`config.mk`:
```
export PLATFORM = sky130hd
export DESIGN_NAME = flash_rst_ctrl
export DESIGN_NICKNAME = d
export VERILOG_FILES = /design/src/rtl/flash_rst_ctrl.sv
export SDC_FILE = /design/constraint.sdc
export NUM_CORES = 1
export LEC_CHECK = 0
export ABC_AREA = 1
export BUFFER_PORTS_ARGS = -buffer_cell sky130_fd_sc_hd__buf_2
export CAP_MARGIN = 0
export CORE_MARGIN = 2
export CORE_UTILIZATION = 45
export CTS_BUF_LIST = sky130_fd_sc_hd__clkbuf_16
export DETAILED_ROUTE_END_ITERATION = 16
export HOLD_SLACK_MARGIN = 0.1
export SYNTH_ARGS = -nofsm -noshare
export SYNTH_HDL_FRONTEND = slang
export SYNTH_SLANG_ARGS = --single-unit
```
`constraint.sdc`:
```
create_clock -name clk -period 2.22 [get_ports clk]
set_input_delay 0.444 -clock clk [delete_from_list [all_inputs] [get_ports clk]]
set_output_delay 0.444 -clock clk [all_outputs]
set_load 0.1 [all_outputs]
```
`src/rtl/flash_rst_ctrl.sv`:
```
module flash_rst_ctrl #(
  parameter int MIN_PULSE    = 4,
  parameter int BUSY_RST_CYC = 40,
  parameter int IDLE_RST_CYC = 8,
  parameter int RECOVER_CYC  = 5
) (
  input  logic clk,
  input  logic sys_rst_n,
  input  logic hw_rst_n,
  input  logic op_busy,
  output logic op_abort,
  output logic sm_reset,
  output logic out_en,
  output logic cmd_ignore,
  output logic rdy_pull_low
);
  localparam int MAXC = (BUSY_RST_CYC > IDLE_RST_CYC ? BUSY_RST_CYC : IDLE_RST_CYC) > RECOVER_CYC ?
                        (BUSY_RST_CYC > IDLE_RST_CYC ? BUSY_RST_CYC : IDLE_RST_CYC) : RECOVER_CYC;
  localparam int CW = $clog2(MAXC + 1);
  localparam int LW = $clog2(MIN_PULSE + 1);

  logic [LW-1:0] low_cnt;
  logic [CW-1:0] int_cnt, rec_cnt;
  logic          held, busy_case, abort_q, accept;

  assign accept = !hw_rst_n && (low_cnt == LW'(MIN_PULSE - 1));

  always_ff @(posedge clk or negedge sys_rst_n) begin
    if (!sys_rst_n) begin
      low_cnt   <= '0;
      held      <= 1'b0;
      busy_case <= 1'b0;
      abort_q   <= 1'b0;
      int_cnt   <= '0;
      rec_cnt   <= '0;
    end else begin
      if (hw_rst_n)                        low_cnt <= '0;
      else if (low_cnt != LW'(MIN_PULSE))  low_cnt <= low_cnt + 1'b1;

      held    <= !hw_rst_n && (held || accept);
      abort_q <= accept && op_busy;

      if (accept) begin
        busy_case <= op_busy;
        int_cnt   <= op_busy ? CW'(BUSY_RST_CYC) : CW'(IDLE_RST_CYC);
      end else if (int_cnt != '0) begin
        int_cnt <= int_cnt - 1'b1;
      end

      if (!hw_rst_n && (held || accept)) rec_cnt <= CW'(RECOVER_CYC);
      else if (rec_cnt != '0)            rec_cnt <= rec_cnt - 1'b1;
    end
  end

  assign op_abort     = abort_q;
  assign sm_reset     = held;
  assign rdy_pull_low = op_busy || (busy_case && (int_cnt != '0));
  assign out_en       = hw_rst_n && (rec_cnt == '0) && (int_cnt == '0);
  assign cmd_ignore   = !out_en;


  abort_cause_chk: assert property (@(posedge clk) disable iff (!sys_rst_n)
    op_abort |-> $past(op_busy) && $past(!hw_rst_n));

  abort_single_chk: assert property (@(posedge clk) disable iff (!sys_rst_n)
    op_abort |=> !op_abort);

  abort_busy_chk: assert property (@(posedge clk) disable iff (!sys_rst_n)
    op_abort |-> rdy_pull_low);

  smreset_start_chk: assert property (@(posedge clk) disable iff (!sys_rst_n)
    $rose(sm_reset) |-> $past(!hw_rst_n));

  tristate_chk: assert property (@(posedge clk) disable iff (!sys_rst_n)
    sm_reset |-> !out_en && cmd_ignore);

  recover_chk: assert property (@(posedge clk) disable iff (!sys_rst_n)
    $fell(sm_reset) |-> !out_en);
endmodule

```
==> results of run 1 <==
placed cells by master (no fill, tap or decap):
master                       n
sky130_fd_sc_hd__a21oi_1     5
sky130_fd_sc_hd__buf_2       7
sky130_fd_sc_hd__clkbuf_16   3
sky130_fd_sc_hd__clkbuf_4    1
sky130_fd_sc_hd__clkinv_1    1
sky130_fd_sc_hd__dfrtp_1    18
sky130_fd_sc_hd__ha_1        7
sky130_fd_sc_hd__inv_1      20
sky130_fd_sc_hd__inv_2       2
sky130_fd_sc_hd__nand2_1    16
sky130_fd_sc_hd__nand2_2     1
sky130_fd_sc_hd__nand3_1     6
sky130_fd_sc_hd__nand4_1     2
sky130_fd_sc_hd__nand4_2     1
sky130_fd_sc_hd__nand4_4     1
sky130_fd_sc_hd__nor2_1      6
sky130_fd_sc_hd__nor2_2      2
sky130_fd_sc_hd__nor2_4      1
sky130_fd_sc_hd__nor3_1      1
sky130_fd_sc_hd__nor3_2      1
sky130_fd_sc_hd__nor3_4      1
sky130_fd_sc_hd__o21ai_0     6
sky130_fd_sc_hd__o21ai_2     3
sky130_fd_sc_hd__o31ai_1     1
sky130_fd_sc_hd__xnor2_1     1
sky130_fd_sc_hd__xor2_1      3
area by class of cell:
type                            instances  area (um2)
Sequential cell                        18         450
Clock buffer                            3        75.1
Multi-Input combinational cell         65         432
Clock inverter                          1        3.75
Timing Repair Buffer                    8        42.5
Inverter                               22        82.6
Fill cell                             174         862
Tap cell                               27        33.8
cell families after synthesis:
family                   share of synthesized area
adder cells (fa/ha/maj)                     0.0917
AND/OR/NAND/NOR                              0.224
AO/OA/AOI/OAI                               0.0891
flip-flops                                   0.472
XOR/XNOR                                    0.0367
buffers and inverters                       0.0865
routing by layer:
metal,vias up,part of all wire
li1,358,-
met1,321,0.46
met2,8,0.48
met3,5,0.034
met4,0,0.023
met5,-,0
path summary, 6_finish.rpt:
path,from,to,slack [ns],depth (start not counted)
hold / removal,sys_rst_n,rec_cnt[0]$_DFFE_PN0P_,0.11,1
setup reg to reg,low_cnt[0]$_DFFE_PN0P_,rec_cnt[0]$_DFFE_PN0P_,0.68,6
hold reg to reg,low_cnt[0]$_DFFE_PN0P_,low_cnt[0]$_DFFE_PN0P_,0.50,1
setup / recovery,int_cnt[0]$_DFFE_PN0P_,rdy_pull_low,0.12,6
min in group clk,hw_rst_n,low_cnt[2]$_DFFE_PN0P_,0.38,2
max in group asynchronous,sys_rst_n,low_cnt[0]$_DFFE_PN0P_,1.83,1
per-stage QoR:
| stage | instance area [um2] | cells | worst slack, ns | TNS [ns] |
|---|---|---|---|---|
| 3_3_place_gp | 1040 | 140 | 0.342 | 0 |
| 2_1_floorplan | 965 | 105 | -0.534 | -0.534 |
| 5_1_grt | 1120 | 144 | 0.0283 | 0 |
| 6_report | 1120 | 144 | 0.123 | 0 |
| 3_5_place_dp | 1040 | 140 | 0.311 | 0 |
| 4_1_cts | 1120 | 144 | 0.0330 | 0 |
critical path: stages, from the launching register on:
cell and delay (ns):
sky130_fd_sc_hd__dfrtp_1 0.37, sky130_fd_sc_hd__inv_1 0.07, sky130_fd_sc_hd__ha_1 0.23, sky130_fd_sc_hd__nand4_4 0.14, sky130_fd_sc_hd__inv_1 0.07, sky130_fd_sc_hd__o21ai_2 0.10
sky130_fd_sc_hd__buf_2 0.43
cells in the mapped netlist:
| cell type | count | area, um2 |
|---|---|---|
| sky130_fd_sc_hd__inv_1 | 20 | 75.1 |
| sky130_fd_sc_hd__dfrtp_1 | 18 | 450 |
| sky130_fd_sc_hd__nand2_1 | 16 | 60.1 |
| sky130_fd_sc_hd__ha_1 | 7 | 87.6 |
| sky130_fd_sc_hd__o21ai_0 | 7 | 35.0 |
| sky130_fd_sc_hd__nand3_1 | 6 | 30.0 |
| sky130_fd_sc_hd__nor2_1 | 6 | 22.5 |
| sky130_fd_sc_hd__a21oi_1 | 5 | 25.0 |
| sky130_fd_sc_hd__xor2_1 | 3 | 26.3 |
| sky130_fd_sc_hd__inv_2 | 2 | 7.51 |
| sky130_fd_sc_hd__nand4_1 | 2 | 12.5 |
| sky130_fd_sc_hd__nor2_2 | 2 | 12.5 |
| sky130_fd_sc_hd__nor3_2 | 2 | 20.0 |
| sky130_fd_sc_hd__o21ai_2 | 2 | 17.5 |
| sky130_fd_sc_hd__nand2_2 | 1 | 6.26 |
| sky130_fd_sc_hd__nand4_2 | 1 | 12.5 |
| sky130_fd_sc_hd__nand4_4 | 1 | 21.3 |
| sky130_fd_sc_hd__nor2_4 | 1 | 11.3 |
| sky130_fd_sc_hd__nor3_1 | 1 | 5.00 |
| sky130_fd_sc_hd__o31ai_1 | 1 | 7.51 |
| sky130_fd_sc_hd__xnor2_1 | 1 | 8.76 |
report_power, final:
group	internal (mW)	switching, mW
Combinational	0.223	0.413
Sequential	0.475	0.111
Clock	0.239	0.118
registers in the layout, summed over array words and instances (netlist names):
name / count
low_cnt: 3
rec_cnt: 6
op_abort: 1
busy_case: 1
sm_reset: 1
int_cnt: 6
==> key figures, run 1 <==
Status
  • Result of the run: completed

Floorplan
  • Starting utilization of the core area: 0.482
  • Height of the die: 50.1 um
  • Width of the die: 50.1 um
  • Area of the core: 1980 um2
  • Site row count: 16
  • DIE AREA: 2510 um2
  • Top-level port count: 9

STA
  • RSZ-0062 raised after global routing: no
  • Worst hold slack: 0.114 ns
  • Worst max-slew margin expressed relative to the limit: 0.679
  • Minimum clock period: 2.10 ns
  • Achievable clock frequency: 477 MHz
  • Final setup violation count: 0
  • Final Max Tran Viols: 0
  • Worst-margin pin slew: 0.484 ns
  • Endpoints failing hold: 0
  • Clock Skew: 0.00309 ns
  • Final cycle utilization of the critical path: 0.945

Placement
  • Port Buf Inserts: 8
  • Detail Placement HPWL: 1.26 mm
  • Routability congestion estimate: 0.781

Global routing
  • Met3 GRT Util: 0.0545
  • M2 GR Usage: 0.270
  • Total congestion overflow: 0
  • Antenna violations before repair: 0
  • Fraction of met1 tracks used by global routing: 0.174
  • Number of global-route vias before repair: 694
  • Wire length of the first global-routing pass: 2.92 mm
  • Pin count of the biggest net entering global routing: 19
  • Tot GR Track Use: 0.159
  • Layer with the highest usage: met2

Clocking
  • Root Buffer Master: sky130_fd_sc_hd__clkbuf_16
  • # resized after CTS: 0
  • Clock tree sinks: 18
  • H-tree levels: 1
  • CTS tree: yes
  • Post-CTS Hold Buffers: 0
  • Clock buffers created by TritonCTS: 3
  • Largest buffer count on any clock path: 2
  • Number of post-CTS setup repair buffers: 0
  • CTS clk-pin slew, worst paths: 0.05 ns
  • Worst skew pair latency: 0.25 ns

Job
  • Count of max-cap constraint violations: 0

Synthesis
  • Synthesized net count: 116
  • Seq cells post-synth: 18
  • Syn Std Cell Area: 955 um2
  • Yosys synthesis warning count: 0
  • Post-synthesis area per instance: 9.09 um2
  • Number of cells produced by synthesis: 105
  • Netlist cell types: 21
  • Sequential-to-total area share from yosys stat: 0.472

Power
  • Static Leak: 0.581 nW
  • Power per cell area: 1410 nW/um2
  • Maximum vdd drop: 0.881 mV
  • Final Power: 1.58 mW

Routing
  • Count of TritonRoute iterations in the first routing pass: 4
  • Overall via count from detail_route: 692
  • First DRT Iteration DRCs: 10
  • Routed wire length: 1.63 mm
  • Via-per-instance ratio: 4.81
  • Final routed wire length divided by cell count: 11.3 um
  • Drt drc: 0
  • Antenna viol nets, final: 0

Critical path
  • Data arrival time of the critical path: 1.65 ns
  • Startpoint class of the critical path: register
  • Maximum fanout count along the critical path: 6
  • Required time at the endpoint of the critical path: 1.78 ns
  • Capturing element type of the critical path: output port
  • Path type of the worst setup path: register to output port

Final layout
  • Area added between synthesis and finish: 17.3%
  • Fraction of layout instances using a drive strength above 1: 0.205
  • Final design utilization: 0.565
  • Number of antenna diodes: 0
  • Post-layout nets: 129

Min path
  • Tightest Hold Check Type: input port to async pin
(Power assumes the default switching activity.)
==> inputs of run 2 (changes only) <==
==> constraint.sdc (replaced) <==
create_clock -name clk -period 2.22 [get_ports clk]
set_input_delay 0.333 -clock clk [delete_from_list [all_inputs] [get_ports clk]]
set_output_delay 0.333 -clock clk [all_outputs]
set_load 0.1 [all_outputs]
==> key figures, run 2 (synthesis gave the netlist of run 1 again) <==
Final layout
  • Fill count: 168 (-3.4%)
  • Combined area of the multi-input logic cells: 432 um2 (unchanged)
  • Commonest cells after routing, fill and taps aside: 20 x sky130_fd_sc_hd__inv_1, 18 x sky130_fd_sc_hd__dfrtp_1, 16 x sky130_fd_sc_hd__nand2_1, 8 x sky130_fd_sc_hd__buf_2, 7 x sky130_fd_sc_hd__ha_1
  • Footprint of the flip-flops and latches: 450 um2 (unchanged)
  • Most common cell after layout, fill and taps aside: sky130_fd_sc_hd__inv_1
  • Area added between synthesis and finish: 18.1%
  • Final design utilization: 0.569 (+0.00379)
  • Post-layout nets: 130 (+0.78%)
  • Leading registers by flop count: int_cnt x6, rec_cnt x6, low_cnt x3
  • Fraction of layout instances using a drive strength above 1: 0.203 (-0.00174)
  • Number of antenna diodes: 0 (unchanged)

Critical path
  • R2R Path Start: low_cnt[0]$_DFFE_PN0P_
  • Logic depth of the worst register-to-register path: 6 (unchanged)
  • Startpoint class of the critical path: register
  • Data arrival time of the critical path: 1.73 ns (+0.08 ns)
  • Maximum fanout count along the critical path: 6 (unchanged)
  • End point of the critical path: out_en
  • Worst-path cell with the longest stage delay: sky130_fd_sc_hd__buf_2
  • R2R Setup Slk: 0.70 ns (+0.02 ns)
  • Path type of the worst setup path: register to output port
  • Slowest cell delay on critical path: 0.45 ns (+0.02 ns)
  • Endpoint of the worst-slack reg-to-reg timing path: rec_cnt[0]$_DFFE_PN0P_
  • Launching element of the worst setup path: int_cnt[0]$_DFFE_PN0P_
  • Required time at the endpoint of the critical path: 1.89 ns (+0.11 ns)
  • Capturing element type of the critical path: output port
  • Cell-by-cell listing of the critical path: inv_1 -> ha_1 -> nand4_4 -> nor3_4 -> buf_2

Clocking
  • Root Buffer Master: sky130_fd_sc_hd__clkbuf_16
  • Worst skew pair latency: 0.25 ns (about the same)
  • CTS tree: yes
  • CTS clk-pin slew, worst paths: 0.05 ns (about the same)
  • H-tree levels: 1 (unchanged)
  • Clock tree sinks: 18 (unchanged)
  • # resized after CTS: 0 (unchanged)
  • Number of post-CTS setup repair buffers: 0 (unchanged)
  • Largest buffer count on any clock path: 2 (unchanged)
  • Clock buffers created by TritonCTS: 3 (unchanged)

Floorplan
  • Starting utilization of the core area: 0.482 (unchanged)
  • Width of the die: 50.1 um (unchanged)
  • Area of the core: 1980 um2 (unchanged)
  • Top-level port count: 9 (unchanged)
  • Site row count: 16 (unchanged)
  • Height of the die: 50.1 um (unchanged)
  • DIE AREA: 2510 um2 (unchanged)

STA
  • Final setup violation count: 0 (unchanged)
  • Slack of the critical path: 0.158 ns (+0.0348 ns)
  • Worst-margin pin slew: 0.491 ns (+0.00622 ns)
  • Final cycle utilization of the critical path: 0.929 (-0.0157)
  • Total Negative Setup Slacks: 0 ns (unchanged)
  • Final Max Tran Viols: 0 (unchanged)
  • Clock Skew: 0.00393 ns (+0.000846 ns)
  • Worst max-slew margin expressed relative to the limit: 0.675 (-0.00412)
  • Endpoints failing hold: 0 (unchanged)
  • Achievable clock frequency: 485 MHz (+1.7%)
  • Minimum clock period: 2.06 ns (-0.0348 ns)
  • RSZ-0062 raised after global routing: no

Global routing
  • Number of global-route vias before repair: 755 (+8.8%)
  • Tot GR Track Use: 0.169 (+0.00918)
  • Pin count of the biggest net entering global routing: 19 (unchanged)
  • Antenna violations before repair: 0 (unchanged)
  • Total congestion overflow: 0 (unchanged)
  • Wire length of the first global-routing pass: 3.09 mm (+5.9%)

Routing
  • First DRT Iteration DRCs: 18 (+8)
  • Overall via count from detail_route: 740 (+6.9%)
  • Drt drc: 0 (unchanged)
  • Via-per-instance ratio: 5.10 (+6.2%)
  • Final routed wire length divided by cell count: 11.7 um (+3.3%)
  • Antenna viol nets, final: 0 (unchanged)
  • Count of TritonRoute iterations in the first routing pass: 5 (+1)
  • Routed wire length: 1.69 mm (+4.0%)

Power
  • Maximum vdd drop: 0.741 mV (-16%)
  • Static Leak: 0.586 nW (+0.84%)
  • Fraction of power consumed by sequential logic: 0.370 (about the same)
  • Switching Fraction: 0.410 (+0.00321)
  • Power per cell area: 1410 nW/um2 (about the same)
  • Net switching component of the power: 0.652 mW (+1.5%)
  • Share of total power in combinational logic: 0.405 (+0.002)
  • Clock share of power: 0.226 (about the same)
  • Cell Int Power: 0.938 mW (+0.12%)

Placement
  • Routability congestion estimate: 0.781 (unchanged)
  • Detail Placement HPWL: 1.29 mm (+2.2%)
  • Port Buf Inserts: 8 (unchanged)
  • Place WS: 0.422 ns (+0.110 ns)

Min path
  • Worst hold path depth: 2
  • Tightest Hold Check Type: input port to register

Status
  • Result of the run: completed

Job
  • Count of max-cap constraint violations: 0 (unchanged)
[run 2: cell count changes in the layout (fill, tap and decap cells not counted)]
cell                            previous run  this run
sky130_fd_sc_hd__buf_2                     7         8
sky130_fd_sc_hd__clkbuf_4                  1         0
sky130_fd_sc_hd__dlygate4sd3_1             0         1
[run 2: final cells by class]
| type | instances | area share |
|---|---|---|
| flip-flops and latches | 18 | 0.400 |
| inverters | 22 | 0.0733 |
| multi-input cells | 65 | 0.383 |
| repair buffers | 9 | 0.0444 |
| clock inverters | 1 | 0.00333 |
| well taps | 27 | 0.0300 |
| clock buffers | 3 | 0.0666 |
[run 2: repair_timing]
item                                   4_1_cts  5_1_grt
setup endpoints to repair                    0        0
endpoints found under the hold margin       18        0
hold buffers                                 1        0
[run 2: through the flow]
stage	instance area (um2)	hold slack, ns	instances	total power [mW]
floorplan	965	0.0374	105	1.09
global placement	1040	0.283	140	1.21
detailed placement	1040	0.290	140	1.23
CTS	1130	0.265	145	1.60
global route	1130	0.268	145	1.72
finish	1130	0.271	145	1.59
[run 2: power groups by stage]
stage | Clock [mW] | Combinational [mW] | Sequential, mW
4_1_cts | 0.367 | 0.651 | 0.586
5_1_grt | 0.378 | 0.731 | 0.607
2_1_floorplan | 0 | 0.501 | 0.593
3_5_place_dp | 0 | 0.645 | 0.589
3_3_place_gp | 0 | 0.622 | 0.583
6_report | 0.359 | 0.643 | 0.588
[run 2: critical path: cells and delay by family (launching register included)]
kind                     cells  cell delay [ns]
AND/OR/NAND/NOR              2             0.35
buffers and inverters        2             0.54
adder cells (fa/ha/maj)      1             0.19
flip-flops                   1             0.40
[run 2: worst min path at each step]
stage,from,to,slack (ns)
finish,hw_rst_n,low_cnt[2]$_DFFE_PN0P_,0.27
global route,hw_rst_n,low_cnt[2]$_DFFE_PN0P_,0.27
floorplan,sys_rst_n,busy_case$_DFFE_PN0N_,0.04
CTS,hw_rst_n,low_cnt[2]$_DFFE_PN0P_,0.26
global placement,sys_rst_n,rec_cnt[0]$_DFFE_PN0P_,0.28
detailed placement,sys_rst_n,rec_cnt[0]$_DFFE_PN0P_,0.29
[run 2: metal layers]
metal,global-route usage,wire length [um],vias to the layer above
met5,0,0,-
met4,0.0833,33,0
met3,0.0545,97,4
met2,0.296,853,25
met1,0.178,710,350
li1,-,-,361
